## src/rtl/nibram_pkg.sv

```systemverilog
package nibram_pkg;

  typedef enum logic [2:0] {
    OP_NOP   = 3'd0,
    OP_READ  = 3'd1,
    OP_WRITE = 3'd2,
    OP_XCH   = 3'd3,
    OP_XMR   = 3'd4,
    OP_BSET  = 3'd5,
    OP_BCLR  = 3'd6,
    OP_BTST  = 3'd7
  } nib_op_e;

  // True for every operation that commits a digit on the edge.
  function automatic logic op_commits(nib_op_e op);
    case (op)
      OP_WRITE, OP_XCH, OP_XMR, OP_BSET, OP_BCLR: op_commits = 1'b1;
      default:                                    op_commits = 1'b0;
    endcase
  endfunction

endpackage

```

## src/rtl/nibram_addr.sv

```systemverilog
module nibram_addr
  import nibram_pkg::*;
#(
  parameter int FILES   = 10,
  parameter int XW      = 4,
  parameter int YW      = 4,
  parameter int MR_FILE = 9
) (
  input  nib_op_e         op,
  input  logic [XW-1:0]   x_sel,
  input  logic [YW-1:0]   y_sel,
  input  logic [YW-1:0]   mr_idx,
  output logic [XW-1:0]   file_idx,
  output logic [YW-1:0]   dig_idx,
  output logic            in_range
);
  localparam logic [XW-1:0] MR_F = XW'(MR_FILE);
  localparam logic [XW-1:0] LIM  = XW'(FILES);

  always_comb begin
    if (op == OP_XMR) begin
      file_idx = MR_F;
      dig_idx  = mr_idx;
    end else begin
      file_idx = x_sel;
      dig_idx  = y_sel;
    end
    in_range = (file_idx < LIM);
  end
endmodule

```

## src/rtl/nibram_store.sv

```systemverilog
module nibram_store #(
  parameter int FILES  = 10,
  parameter int DIGITS = 16,
  parameter int NIB    = 4,
  parameter int XW     = 4,
  parameter int YW     = 4
) (
  input  logic            clk,
  input  logic            rst_n,
  input  logic            we,
  input  logic [XW-1:0]   file_idx,
  input  logic [YW-1:0]   dig_idx,
  input  logic [NIB-1:0]  wdata,
  output logic [NIB-1:0]  rdata
);
  logic [NIB-1:0] file_rd [FILES];

  for (genvar f = 0; f < FILES; f++) begin : g_file
    logic [DIGITS-1:0][NIB-1:0] row;
    logic                       hit;
    assign hit = (file_idx == XW'(f));

    always_ff @(posedge clk) begin
      if (!rst_n) begin
        row <= '0;
      end else if (we && hit) begin
        row[dig_idx] <= wdata;
      end
    end

    assign file_rd[f] = row[dig_idx];
  end

  always_comb begin
    rdata = '0;
    for (int f = 0; f < FILES; f++) begin
      if (file_idx == XW'(f)) rdata = file_rd[f];
    end
  end
endmodule

```

## src/rtl/nibram_bitunit.sv

```systemverilog
module nibram_bitunit
  import nibram_pkg::*;
#(
  parameter int NIB = 4,
  parameter int NW  = 2
) (
  input  nib_op_e         op,
  input  logic [NIB-1:0]  old_nib,
  input  logic [NIB-1:0]  acc_in,
  input  logic [NW-1:0]   bit_n,
  output logic [NIB-1:0]  new_nib,
  output logic            tbit
);
  logic [NIB-1:0] mask;

  always_comb begin
    mask = '0;
    mask[bit_n] = 1'b1;
    tbit = old_nib[bit_n];
    case (op)
      OP_BSET: new_nib = old_nib | mask;
      OP_BCLR: new_nib = old_nib & ~mask;
      default: new_nib = acc_in;
    endcase
  end
endmodule

```

## src/rtl/nibram_flag.sv

```systemverilog
module nibram_flag (
  input  logic clk,
  input  logic rst_n,
  input  logic load,
  input  logic din,
  output logic flag
);
  always_ff @(posedge clk) begin
    if (!rst_n)    flag <= 1'b1;
    else if (load) flag <= din;
  end
endmodule

```

## src/rtl/nibble_matrix_ram.sv

```systemverilog
module nibble_matrix_ram
  import nibram_pkg::*;
#(
  parameter int FILES   = 10,
  parameter int DIGITS  = 16,
  parameter int NIB     = 4,
  parameter int XW      = 4,
  parameter int MR_FILE = 9,
  localparam int YW     = $clog2(DIGITS),
  localparam int NW     = $clog2(NIB)
) (
  input  logic            clk,
  input  logic            rst_n,
  input  logic            op_valid,
  input  logic [2:0]      op_code,
  input  logic [XW-1:0]   x_sel,
  input  logic [YW-1:0]   y_sel,
  input  logic [YW-1:0]   mr_idx,
  input  logic [NW-1:0]   bit_n,
  input  logic [NIB-1:0]  acc_in,
  output logic [NIB-1:0]  rd_data,
  output logic            status
);
  nib_op_e        op;
  logic [XW-1:0]  file_idx;
  logic [YW-1:0]  dig_idx;
  logic           in_range;
  logic [NIB-1:0] new_nib;
  logic           tbit;
  logic           wr_en;

  assign op = nib_op_e'(op_code);

  nibram_addr #(.FILES(FILES), .XW(XW), .YW(YW), .MR_FILE(MR_FILE)) u_addr (
    .op(op), .x_sel(x_sel), .y_sel(y_sel), .mr_idx(mr_idx),
    .file_idx(file_idx), .dig_idx(dig_idx), .in_range(in_range)
  );

  nibram_store #(.FILES(FILES), .DIGITS(DIGITS), .NIB(NIB), .XW(XW), .YW(YW)) u_store (
    .clk(clk), .rst_n(rst_n), .we(wr_en), .file_idx(file_idx),
    .dig_idx(dig_idx), .wdata(new_nib), .rdata(rd_data)
  );

  nibram_bitunit #(.NIB(NIB), .NW(NW)) u_bits (
    .op(op), .old_nib(rd_data), .acc_in(acc_in), .bit_n(bit_n),
    .new_nib(new_nib), .tbit(tbit)
  );

  assign wr_en = op_valid && in_range && op_commits(op);

  nibram_flag u_flag (
    .clk(clk), .rst_n(rst_n), .load(op_valid && (op == OP_BTST)),
    .din(tbit), .flag(status)
  );
endmodule

```

## config.mk

```make
export PLATFORM = sky130hd
export DESIGN_NAME = nibble_matrix_ram
export DESIGN_NICKNAME = d
export VERILOG_FILES = /design/src/rtl/nibram_pkg.sv /design/src/rtl/nibram_addr.sv /design/src/rtl/nibram_store.sv /design/src/rtl/nibram_bitunit.sv /design/src/rtl/nibram_flag.sv /design/src/rtl/nibble_matrix_ram.sv
export SDC_FILE = /design/constraint.sdc
export NUM_CORES = 1
export LEC_CHECK = 0
export ABC_AREA = 1
export BUFFER_PORTS_ARGS = -buffer_cell sky130_fd_sc_hd__clkbuf_2
export CAP_MARGIN = 10
export CORE_UTILIZATION = 44
export CTS_CLUSTER_SIZE = 25
export DETAILED_ROUTE_END_ITERATION = 7
export GPL_TIMING_DRIVEN = 0
export SLEW_MARGIN = 30
export SYNTH_ARGS = -nofsm -noshare
export SYNTH_HDL_FRONTEND = slang
export SYNTH_HIERARCHICAL = 1
export SYNTH_SLANG_ARGS = --single-unit
```

## constraint.sdc

```tcl
create_clock -name clk -period 3.97 [get_ports clk]
set_clock_uncertainty 0.1 [all_clocks]
set_input_delay 0 -clock clk [delete_from_list [all_inputs] [get_ports clk]]
set_output_delay 0 -clock clk [all_outputs]
set_load 0.005 [all_outputs]
```

# Yosys cells after proc, flatten, opt, wreduce, memory -nomap -nowiden
# Index checks and enable logic that the tools add are counted.
[word_totals]
in_bits = 24
wordCells = 251
out_inout_bits = 5
ff_bits = 641
[classes]
n_lt_le_gt_ge = 5
bitwise = 3
n_eq_ne = 15
reduce_logical = 17
muxes = 50
[op_table]
columns = ["operator", "count"]
rows = [
  ["bitwise mux 64 bit", 10],
  ["binary-select mux 4 bit (select 4 bit)", 10],
  ["two-way mux 4 bit", 23],
  ["demux 4 bit (select 4 bit)", 1],
  ["equality test 4 x 3 -> 1 bit, second input constant", 4],
  ["logical AND 1 bit", 15],
  ["equality test 3 bit, second input constant", 4],
  ["equality test 4 x 2 -> 1 bit, second input constant", 2],
  ["equality test 4 bit, second input constant", 2],
  ["one-hot mux 4 bit (2 select lines)", 1],
  ["equality test 3 x 2 -> 1 bit, second input constant", 2],
  ["< comparator 4 x 5 -> 1 bit, second input constant", 1],
  ["OR reduction 5 bit", 1],
  ["bitwise AND 4 bit", 1],
  ["equality test 4 x 1 -> 1 bit, second input constant", 1],
  [">= comparator 4 x 1 -> 1 bit, second input constant", 1],
  ["zero test 4 bit", 1],
  ["< comparator 4 bit, second input constant", 1],
  ["inverter 4 bit", 1],
  ["bitwise OR 4 bit", 1],
  ["< comparator 2 x 3 -> 1 bit, second input constant", 1],
  ["two-way mux 1 bit", 3],
  ["binary-select mux 1 bit (select 2 bit)", 1],
  ["demux 1 bit (select 2 bit)", 1],
  [">= comparator 2 x 1 -> 1 bit, second input constant", 1],
]

# Logic depth before layout (Yosys ltp)
[depth]
depth_word = 17
ltp_mapped = 30
depth_no_buf = 24

# Cells and area by module
# The synthesis kept the hierarchy.
[by_module_without_submodules]
columns = ["module", "n_inst", "cells_per_inst", "seq_area_each_um2", "area_each_um2"]
rows = [
  ["nibram_store", 1, 4274, 12812.3, 28743.8],
  ["nibram_bitunit", 1, 47, 0.0, 217.7],
  ["nibram_addr", 1, 26, 0.0, 116.4],
  ["nibble_matrix_ram", 1, 11, 0.0, 50.0],
  ["nibram_flag", 1, 5, 20.0, 43.8],
]

# Worst setup path before layout
# No wires, ideal clock.
[synth_path]
kind = "input-to-reg"
startpoint = "in op_code[1]"
endpoint = "reg u_store/g_file[0].row[11] (netlist bit)"
arrival_time_ps = 2864
path_slack_ps = 941
setup_time_ps = 65
cell_stages = 22
path_buffers = 6
t_required_ps = 3805
path_cell_list = "nor2_2 nand2_2 nand2_1 nand2_1 buf_4 nor2_2 buf_6 buf_2 a22oi_1 a21oi_1 nor4_1 or2_2 nand3_1 inv_1 a21oi_1 nand2_1 nand3_1 clkbuf_1 clkbuf_1 buf_1 nor2_1 nor2_1"
[synth_between]
elab_chain_len = 17
elab_cells_between_ends = 62
cone_classes = "order compare (3); eq/ne (14); mux (37); bitwise (2); reduce/logical (6)"
[synth_rtl]
columns = ["element", "line", "source"]
rows = [
  ["start: declaration", "nibble_matrix_ram.sv:15", "input logic [2:0] op_code,"],
  ["equality test 3 bit (*)", "nibram_addr.sv:21", "if (op == OP_XMR) begin"],
  ["two-way mux 4 bit (*)", "nibram_addr.sv:21", ""],
  ["via dig_idx[1]", "nibble_matrix_ram.sv:26", "logic [YW-1:0] dig_idx;"],
  ["binary-select mux 4 bit (select 4 bit)", "nibram_store.sv:31", "assign file_rd[f] = row[dig_idx];"],
  ["two-way mux 4 bit (implied by the code)", "nibram_store.sv:31", ""],
  ["two-way mux 4 bit (9 in series)", "nibram_store.sv:37", "if (file_idx == XW'(f)) rdata = file_rd[f];"],
  ["two-way mux 4 bit (*)", "nibram_store.sv:37", ""],
  ["via rd_data[3]", "nibble_matrix_ram.sv:21", "output logic [NIB-1:0] rd_data,"],
  ["bitwise AND 4 bit / bitwise OR 4 bit (equally long branches)", "nibram_bitunit.sv:22, nibram_bitunit.sv:21", ""],
  ["one-hot mux 4 bit (2 select lines) (*)", "nibram_bitunit.sv:20", "case (op)"],
  ["via new_nib[3]", "nibble_matrix_ram.sv:28", "logic [NIB-1:0] new_nib;"],
  ["bitwise mux 64 bit (*)", "nibram_store.sv:27", "row[dig_idx] <= wdata;"],
  ["end signal: indexed assignment", "nibram_store.sv:27", ""],
  ["end: declaration", "nibram_store.sv:19", "logic [DIGITS-1:0][NIB-1:0] row;"],
]
# The timed path passes the listed nets; every way through them passes the cells marked *. The select of a mux whose other input is x is not followed.
# A chain may end at the register's enable or synchronous reset.

# Final worst setup path
[layout_path]
startpoint = "in op_code[1]"
endpoint = "reg u_store/g_file[2].row[61] (netlist bit)"
[layout_between]
elab_chain_len = 17
elab_cells_between_ends = 62
cone_classes = "order compare (3); eq/ne (14); mux (37); bitwise (2); reduce/logical (6)"
[layout_rtl]
columns = ["element", "line"]
rows = [
  ["equality test 3 bit (*)", "nibram_addr.sv:21"],
  ["two-way mux 4 bit (*)", "nibram_addr.sv:21"],
  ["via dig_idx[0]", "nibble_matrix_ram.sv:26"],
  ["binary-select mux 4 bit (select 4 bit)", "nibram_store.sv:31"],
  ["two-way mux 4 bit (implied by the code)", "nibram_store.sv:31"],
  ["two-way mux 4 bit (9 in series)", "nibram_store.sv:37"],
  ["two-way mux 4 bit (*)", "nibram_store.sv:37"],
  ["bitwise AND 4 bit / bitwise OR 4 bit (equally long branches)", "nibram_bitunit.sv:22, nibram_bitunit.sv:21"],
  ["one-hot mux 4 bit (2 select lines) (*)", "nibram_bitunit.sv:20"],
  ["via new_nib[1]", "nibble_matrix_ram.sv:28"],
  ["bitwise mux 64 bit (*)", "nibram_store.sv:27"],
  ["end signal: indexed assignment", "nibram_store.sv:27"],
  ["end: declaration", "nibram_store.sv:19"],
]
# Marks and branches as above.

==> impl_metrics.yaml <==
run_status:
  status: "finished, final reports clean"
grt:
  grt_pass1_vias: 27000
  grt_pass1_wl_mm: 172
  overflow: 0
  grt_max_degree: 13
  grt_usage_pct: 34.1
  antenna_found_initial: 0
synthesis:
  yosysUniqueCellTypes: 38
  async_flop_share_pct: 0
  netlist_instances: 4363
  syn_area_per_cell_um2: 6.69
  synth_common_cells: "1385 x nor2_1, 762 x nand2_1, 641 x dfxtp_1"
  synth_top_cell_area_share_pct: 44.0
  synth_warnings: 6
  synth-seq-area-share_pct: 44.0
  synth_top_area_cell: "dfxtp_1"
  synth.most_common_cell: "nor2_1"
  synth-main-ff-cell: "dfxtp_1"
  synth_area_um2: 29200
  yosys-top-cells-area: "dfxtp_1 44%, nor2_1 18%, o21ai_0 11%, nand2_1 9.8%, a22oi_1 4.2%"
  synth-edff-count: 0
  syn_nets: 4387
  yosys_register_bits: 641
critical_path:
  slowest_delay_ns: 0.44
  path_cells: "clkbuf_2 -> nor2_2 -> nand2_4 -> nand2_1 -> nand2_1 -> buf_4 -> nand2_4 -> inv_2 -> clkbuf_2 -> a22oi_1 -> a21oi_1 -> or2_0 -> o31ai_1 -> nand3_2 -> inv_2 -> nand2_1 -> nand2_1 -> nand3_4 -> clkbuf_4 -> buf_6 -> buf_2 -> nor2_1 -> nor2_1"
  critPathLaunchType: "input port"
  critPathSlowestCell: "o31ai_1"
  path_class: "in -> reg"
  crit_required_ns: 4.39
  cp_common_cell: "nand2_1"
  arrival_ns: 4.35
  cp-end-kind: "register"
  cp_max_fo: 10
final_layout:
  layout-drive-gt1-share_pct: 13.4
  fin_area_um2: 33100
  nets: 4491
  fillCellCount: 6759
  syn_to_final_growth_pct: 13.5
  final_core_utilization_pct: 50.5
placement:
  post-dp-hpwl_mm: 80.0
  port_buffers: 28
  place_area_um2: 30400
  dp_slack_ns: -2.14
  place_congestion: 0.999
cts:
  clk_pin_slew_ns: 0.06
  cts_sinks: 641
  cts-buffers-inserted: 74
  cts_tree: "built"
  clk_path_buf_depth: 3
  cts-root-buf: "clkbuf_16"
  ctsHtreeMaxLevel: 3
  clk_latency_ns: 0.63
floorplanning:
  dieArea_um2: 67300
  num_rows: 94
  ios: 29
  die_x_um: 259
  dieHeight_um: 259
  initial_utilization_pct: 44.5
  core_um2: 65600
timing:
  hold_violations: 0
  slew_viol_final: 0
  finalSetupTns_ns: 0
  setup_viol: 0
  post-route-period-util_pct: 99.1
  layout_setup_ws_ns: 0.0372
  fmax_mhz: 254
  min_period_ns: 3.93
  timing.slew.headroom_pct: 33.4
  tightest_slew_ns: 0.998
  hold_ws_ns: 0.162
pwr:
  p_leak_nw: 14.8
  power_density_nw_per_um2: 438
  irDropWorstVdd_mv: 0.278
detailed_routing:
  drtIter0Drc: 3691
  drc: 0
  vias: 29900
  routed_wl_mm: 117
  via_per_inst: 5.56
  ant_nets: 0
  dr.pass1.iters: 8
  routedWlPerCell_um: 21.8
run:
  cap_violations: 0
worst_hold_path:
  hold_class: "in -> reg"
cell usage in the layout (no fill, tap or decap), types with 78 or more instances in the layout:
cell,count
clkbuf_16,78
nor2_2,103
clkbuf_1,99
a22oi_1,165
nand2_1,760
nor2_1,1377
buf_2,87
inv_2,168
o21ai_0,620
dfxtp_1,641
cells by family (layout without fill, tap and decap cells):
group	after synthesis	after routing	share of synthesized area (%)
AND/OR/NAND/NOR	2359	2359	32.6
other	0	1	0
AO/OA/AOI/OAI	892	892	16.8
buffers and inverters	471	626	6.57
flip-flops	641	641	44.0
timing repair:
action                                 CTS  global route
setup buffers                            2             0
hold buffers                             2             0
setup endpoints to repair              640           605
gates cloned                             0             0
endpoints found under the hold margin    1             0
gates resized for setup                 86            55
pin swaps                                1             3
flip-flops by register name, summed over array words and instances (netlist names):
signal,cells
u_store/g_file.row,640
u_flag/flag,1
final timing paths:
check	from	endpoint	slack [ns]	depth (start not counted)
max	op_code[1]	u_store/g_file[2].row[61]	0.04	23
min	op_valid	u_flag/flag	0.16	7
max reg2reg	u_store/g_file[0].row[58]	u_store/g_file[4].row[14]	0.73	20
min reg2reg	u_store/g_file[1].row[27]	u_store/g_file[1].row[27]	0.40	2
area by class of cell:
| cell class | instances | area [µm²] | share of cell area (%) |
|---|---|---|---|
| Inverter | 225 | 848 | 2.56 |
| Sequential cell | 641 | 12800 | 38.8 |
| Timing Repair Buffer | 33 | 199 | 0.601 |
| Multi-Input combinational cell | 3251 | 14500 | 43.9 |
| Clock buffer | 114 | 2250 | 6.79 |
| Antenna cell | 1 | 2.50 | 0.00756 |
| Buffer | 241 | 1200 | 3.64 |
| Clock inverter | 13 | 151 | 0.457 |
| Tap cell | 864 | 1080 | 3.26 |
where the power goes:
part / internal, mW / total [mW] / switching, mW
Sequential: 6.44 / 6.45 / 0.00563
Clock: 4.07 / 6.86 / 2.79
Combinational: 0.184 / 1.20 / 1.02
Total: 10.7 / 14.5 / 3.81
critical path, delay by kind of cell:
| kind | cells | cell delay [ns] |
|---|---|---|
| AO/OA/AOI/OAI | 3 | 0.96 |
| AND/OR/NAND/NOR | 12 | 1.68 |
| buffers and inverters | 8 | 1.66 |
metal layers:
metal / wire [µm] / share of wire (%) / up-vias / global-route usage [%]
met3: 11500 / 9.8 / 352 / 6.28
met1: 49300 / 42 / 13900 / 46.0
met4: 6530 / 5.6 / 0 / 18.5
met2: 49900 / 43 / 1480 / 51.4
li1: - / - / 14200 / -
met5: 0 / 0 / - / 0
metrics by stage:
| stage | total power, mW | cells |
|---|---|---|
| 2_1_floorplan | 7.12 | 4363 |
| 3_3_place_gp | 7.70 | 5255 |
| 3_5_place_dp | 7.71 | 5256 |
| 4_1_cts | 14.5 | 5383 |
| 5_1_grt | 14.8 | 5382 |
| 6_report | 14.5 | 5383 |
Power figures use the tool's default switching activity.
